===== src/rtl/cart_bank_pkg.sv =====
// Shared definitions for the cartridge bank controller.
// Assumes the control region is the lower half of the processor space and is
// split into four equal slices selected by the two address bits under the MSB.
package cart_bank_pkg;

    // Control slice selected by address bits [MSB-1:MSB-2] on a write
    typedef enum logic [1:0] {
        CTL_RAM_GATE = 2'b00,
        CTL_ROM_SEL  = 2'b01,
        CTL_SEC_SEL  = 2'b10,
        CTL_MODE_SEL = 2'b11
    } ctl_slice_e;

    // Nibble value that opens the RAM gate
    localparam logic [3:0] RAM_OPEN_KEY = 4'hA;

endpackage


===== src/rtl/cart_bank_regs.sv =====
// Control register file: decodes processor writes in the lower half of the
// address space into the RAM gate, the ROM bank, the secondary bank and the
// mode bit, and raises a one-cycle pulse after each bank-register write.
// Assumes DATA_W >= BANK_W, DATA_W >= SEC_W and DATA_W >= 4.
module cart_bank_regs
    import cart_bank_pkg::*;
#(
    parameter int CPU_AW = 16,
    parameter int DATA_W = 8,
    parameter int BANK_W = 5,
    parameter int SEC_W  = 2
) (
    input  logic              clk,
    input  logic              rst_n,
    input  logic              wr_en,
    input  logic [CPU_AW-1:0] wr_addr,
    input  logic [DATA_W-1:0] wr_data,
    output logic [BANK_W-1:0] rom_bank,
    output logic [SEC_W-1:0]  sec_bank,
    output logic              mode,
    output logic              ram_gate,
    output logic              rom_pulse,
    output logic              sec_pulse
);

    logic       ctl_write;
    ctl_slice_e slice;

    // Qualify writes that land in the control half and pick their slice
    always_comb begin
        ctl_write = wr_en && !wr_addr[CPU_AW-1];
        slice     = ctl_slice_e'(wr_addr[CPU_AW-2 -: 2]);
    end

    // Update control state and produce the write pulses
    always_ff @(posedge clk) begin
        if (!rst_n) begin
            rom_bank  <= '0;
            sec_bank  <= '0;
            mode      <= 1'b0;
            ram_gate  <= 1'b0;
            rom_pulse <= 1'b0;
            sec_pulse <= 1'b0;
        end else begin
            rom_pulse <= 1'b0;
            sec_pulse <= 1'b0;
            if (ctl_write) begin
                unique case (slice)
                    CTL_RAM_GATE: ram_gate <= (wr_data[3:0] == RAM_OPEN_KEY);
                    CTL_ROM_SEL: begin
                        rom_bank  <= wr_data[BANK_W-1:0];
                        rom_pulse <= 1'b1;
                    end
                    CTL_SEC_SEL: begin
                        sec_bank  <= wr_data[SEC_W-1:0];
                        sec_pulse <= 1'b1;
                    end
                    CTL_MODE_SEL: mode <= wr_data[0];
                    default: ;
                endcase
            end
        end
    end

endmodule


===== src/rtl/cart_bank_map.sv =====
// Address former: passes the fixed window through and builds the banked
// offset as {secondary, bank | 1, window offset}, suppressing the secondary
// field while the mode bit is set. Purely combinational.
// Assumes the switchable window is the second quarter of the processor space.
module cart_bank_map #(
    parameter int CPU_AW = 16,
    parameter int BANK_W = 5,
    parameter int SEC_W  = 2,
    localparam int WIN_W  = CPU_AW - 2,
    localparam int ROM_AW = WIN_W + BANK_W + SEC_W
) (
    input  logic [CPU_AW-1:0] cpu_addr,
    input  logic [BANK_W-1:0] rom_bank,
    input  logic [SEC_W-1:0]  sec_bank,
    input  logic              mode,
    output logic [ROM_AW-1:0] rom_addr,
    output logic              in_rom,
    output logic              banked
);

    logic [WIN_W-1:0]  win_ofs;
    logic [BANK_W-1:0] bank_eff;
    logic [SEC_W-1:0]  sec_eff;

    // Classify the address and form the effective fields
    always_comb begin
        win_ofs  = cpu_addr[WIN_W-1:0];
        in_rom   = !cpu_addr[CPU_AW-1];
        banked   = in_rom && cpu_addr[CPU_AW-2];
        bank_eff = rom_bank | BANK_W'(1);
        sec_eff  = mode ? '0 : sec_bank;
    end

    // Select fixed or banked offset
    always_comb begin
        if (banked) begin
            rom_addr = {sec_eff, bank_eff, win_ofs};
        end else begin
            rom_addr = ROM_AW'(win_ofs);
        end
    end

endmodule


===== src/rtl/cart_bank_guard.sv =====
// Range guard: compares a banked offset with the configured ROM size and
// zeroes the returned data on a miss. The fixed window always hits.
// Assumes the configured size covers at least the fixed window.
module cart_bank_guard #(
    parameter int ROM_AW = 21,
    parameter int DATA_W = 8
) (
    input  logic [ROM_AW-1:0] rom_addr,
    input  logic              in_rom,
    input  logic              banked,
    input  logic [ROM_AW:0]   rom_bytes,
    input  logic [DATA_W-1:0] rom_rdata,
    output logic              hit,
    output logic [DATA_W-1:0] rd_data
);

    logic below_end;

    // Decide whether the offset lies inside the ROM
    always_comb begin
        below_end = {1'b0, rom_addr} < rom_bytes;
        hit       = in_rom && (!banked || below_end);
    end

    // Gate the ROM data with the hit decision
    always_comb begin
        rd_data = hit ? rom_rdata : '0;
    end

endmodule


===== src/rtl/cart_bank_ctrl.sv =====
// Top level of the cartridge bank controller: control registers, address
// former and range guard. Reads are combinational from address to data;
// writes take effect on the next rising edge.
// Assumes an external ROM that answers rom_addr combinationally on rom_rdata.
module cart_bank_ctrl #(
    parameter int CPU_AW = 16,
    parameter int DATA_W = 8,
    parameter int BANK_W = 5,
    parameter int SEC_W  = 2,
    localparam int WIN_W  = CPU_AW - 2,
    localparam int ROM_AW = WIN_W + BANK_W + SEC_W
) (
    input  logic              clk,
    input  logic              rst_n,
    input  logic [CPU_AW-1:0] cpu_addr,
    input  logic              cpu_wr,
    input  logic [DATA_W-1:0] cpu_wdata,
    input  logic [ROM_AW:0]   cfg_rom_bytes,
    input  logic [DATA_W-1:0] rom_rdata,
    output logic [ROM_AW-1:0] rom_addr,
    output logic              rom_hit,
    output logic [DATA_W-1:0] rd_data,
    output logic [SEC_W-1:0]  ram_bank,
    output logic              ram_en,
    output logic              bank_mode,
    output logic              rom_bank_wr,
    output logic              sec_bank_wr
);

    logic [BANK_W-1:0] rom_bank_q;
    logic              in_rom;
    logic              banked;

    cart_bank_regs #(
        .CPU_AW (CPU_AW),
        .DATA_W (DATA_W),
        .BANK_W (BANK_W),
        .SEC_W  (SEC_W)
    ) regs_i (
        .clk       (clk),
        .rst_n     (rst_n),
        .wr_en     (cpu_wr),
        .wr_addr   (cpu_addr),
        .wr_data   (cpu_wdata),
        .rom_bank  (rom_bank_q),
        .sec_bank  (ram_bank),
        .mode      (bank_mode),
        .ram_gate  (ram_en),
        .rom_pulse (rom_bank_wr),
        .sec_pulse (sec_bank_wr)
    );

    cart_bank_map #(
        .CPU_AW (CPU_AW),
        .BANK_W (BANK_W),
        .SEC_W  (SEC_W)
    ) map_i (
        .cpu_addr (cpu_addr),
        .rom_bank (rom_bank_q),
        .sec_bank (ram_bank),
        .mode     (bank_mode),
        .rom_addr (rom_addr),
        .in_rom   (in_rom),
        .banked   (banked)
    );

    cart_bank_guard #(
        .ROM_AW (ROM_AW),
        .DATA_W (DATA_W)
    ) guard_i (
        .rom_addr  (rom_addr),
        .in_rom    (in_rom),
        .banked    (banked),
        .rom_bytes (cfg_rom_bytes),
        .rom_rdata (rom_rdata),
        .hit       (rom_hit),
        .rd_data   (rd_data)
    );

endmodule


===== config.mk =====
export PLATFORM = sky130hd
export DESIGN_NAME = cart_bank_ctrl
export DESIGN_NICKNAME = d
export VERILOG_FILES = /design/src/rtl/cart_bank_pkg.sv /design/src/rtl/cart_bank_regs.sv /design/src/rtl/cart_bank_map.sv /design/src/rtl/cart_bank_guard.sv /design/src/rtl/cart_bank_ctrl.sv
export SDC_FILE = /design/constraint.sdc
export NUM_CORES = 1
export LEC_CHECK = 0
export ABC_AREA = 1
export ABC_CLOCK_PERIOD_IN_PS = 1490
export BUFFER_PORTS_ARGS = -buffer_cell sky130_fd_sc_hd__buf_2
export CAP_MARGIN = 20
export CELL_PAD_IN_SITES_DETAIL_PLACEMENT = 1
export CELL_PAD_IN_SITES_GLOBAL_PLACEMENT = 1
export CORE_UTILIZATION = 24
export DETAILED_ROUTE_END_ITERATION = 8
export GPL_ROUTABILITY_DRIVEN = 0
export HOLD_SLACK_MARGIN = 0.1
export PLACE_DENSITY_LB_ADDON = 0.1
export SETUP_SLACK_MARGIN = 0.1
export SLEW_MARGIN = 10
export SYNTH_ARGS = -nofsm -noshare
export SYNTH_HDL_FRONTEND = slang
export SYNTH_HIERARCHICAL = 1
export SYNTH_SLANG_ARGS = --single-unit

===== constraint.sdc =====
create_clock -name clk -period 1.49 [get_ports clk]
set_input_delay 0.0745 -clock clk [delete_from_list [all_inputs] [get_ports clk]]
set_output_delay 0.0745 -clock clk [all_outputs]
set_load 0.02 [all_outputs]

==> results.md <==
- Initial Util: 25.5%
- Worst Path Arrival: 1.90 ns
- # port buffers: 89
- Most common cell after layout, fill and taps aside: buf_2
- WL final: 3570 um
- Synth Net Count: 302
- GRT Util Overall: 12.9%
- Worst setup path class: reg -> out
- Initial antenna violation count: 0
- HP Class: in -> reg
- Row Count: 26
- RSZ-0062 raised after global routing: yes
- Yosys warning count: 6
- Detailed Place HPWL: 3170 um
- DRT Pass-1 Iters: 2
- Layout cell share with drive strength beyond 1: 49.8%
- Clock sinks: 10
- Utilization after layout: 42.3%
- WP buf/inv: 3
- DRT iter0 DRCs: 14
- Total power: 1060 uW
- Outcome: complete, but fails checks
- Rel. slew slack: 87.8%
- Clk slew on worst S/H paths: 0.05 ns
- Final setup fails: 9
- Syn Area/Cell: 5.89 sq um
- Mapped Cells: 225
- Inserted Diodes: 0
- Crit start category: register
- Via density: 3.94
- Max Fclk: 506 MHz
- Clock Latency Late Sink: 0.23 ns
- Width of the die: 76.3 um
- Final instance area: 2200 sq um
- Htree depth: 1
- Slew Limit Fails: 0
- Global-route wire length before repair: 6440 um
- Largest net degree at the start of global routing: 10
- VDD IR max: 0.393 mV
- Wirelength per Cell: 9.17 um
- Die area: 5820 sq um
- Worst path cell trace: inv_1 -> nor2_4 -> ha_1 -> nand2_2 -> inv_1 -> nand2_1 -> nand2_1 -> a21oi_2 -> nand3_2 -> nand2_4 -> nand2_8 -> nor2_4 -> buf_6
- Clk_skew: 0 ns
- CP peak stage delay: 0.31 ns
- Dpl ws: -0.363 ns
- P_leak: 0.00135 uW
- Worst path slowest cell: dfxtp_2
- Root Buffer: clkbuf_8
- Commonest non-fill, non-tap cells in the layout: buf_2 (80), inv_1 (54), nand2_1 (54)
- Crit path time final: 1.98 ns
- Residual DRC: 0
- Crit path max fanout: 5
- Final ANT Viol Nets: 0
- Via count: 1531
- Overflow after GRT: 0
- Dpl cell area: 1980 sq um
- Top delay family on crit path: simple AND/OR/NAND/NOR gates
- Post-Syn Area: 1330 sq um
- Max Buffers Root-to-Sink: 2
- Vias in the first global route: 1561
- Period utilization: 133%
- Final Hold Violating Endpoints: 0
- TritonCTS Buffers: 3
- CP endpoint kind: primary output
- Final worst slack: -0.486 ns
- Core area: 5200 sq um
- Die height: 76.3 um
- Io pins: 93
- Failing checks: negative setup slack
- CTS tree: done
- Critical Path RT: 1.42 ns
- MaxCap Viol Count: 0
- Area grow syn2layout: 66.3%
- Actual slew at the worst max-slew pin: 0.182 ns
- Power Dens Cells: 481 nW/um^2
- Post-layout nets: 397
report_power, final:
group	internal (uW)	switching, uW	total, uW	leakage [uW]
sequential	276	4.93	281	0.0000838
clock	232	104	336	0.0000288
combinational	196	246	442	0.00123
total	704	355	1060	0.00135
cell type report:
class                      count  area (sq um)
clock buffer                   4          55.1
fill                         693          3000
inverter                      60           228
multi-input combinational    140          1000
sequential                    10           209
tap                           70          87.6
timing repair buffer         105           622
sequential cells by signal, summed over array words and instances (netlist names):
signal and count:
regs_i/rom_bank 4, regs_i/sec_bank 2, regs_i/mode 1, regs_i/ram_gate 1
regs_i/rom_pulse 1, regs_i/sec_pulse 1
repair_timing:
item | in CTS | in global routing
gates resized for setup | 27 | 10
hold buffers | 0 | 0
setup buffers | 1 | 1
pin swaps | 13 | 11
cloned | 1 | 0
endpoints found under the setup margin | 9 | 9
path summary, 6_finish.rpt:
check                          start                  to  slack, ns  cells after the start
setup / recovery  regs_i/rom_bank[2]          rd_data[4]      -0.49                     13
hold / removal                 rst_n  regs_i/rom_bank[2]       0.14                      3
setup reg to reg  regs_i/sec_bank[1]  regs_i/sec_bank[1]       0.75                      3
hold reg to reg   regs_i/rom_bank[3]  regs_i/rom_bank[3]       0.47                      2
through the flow:
step,hold slack (ns),std cells,TNS (ns)
2_1_floorplan,0.241,225,-1.93
4_1_cts,0.146,388,-4.78
3_3_place_gp,0.372,382,-2.74
3_5_place_dp,0.387,382,-3.14
6_report,0.138,389,-4.29
5_1_grt,0.162,389,-5.57
per-layer routing:
layer / global-route usage, % / wire length [um] / vias up
met5: 0 / 0 / -
met1: 15.1 / 1430 / 669
li1: - / - / 819
met3: 1.44 / 163 / 4
met2: 24.9 / 1930 / 39
met4: 2.88 / 35 / 0
tightest hold or removal path: cells and delay by family:
family | cells | cell delay, ns
AND/OR/NAND/NOR | 2 | 0.11
buffers and inverters | 1 | 0.15
Note: power is estimated with default switching activity, not from simulation.
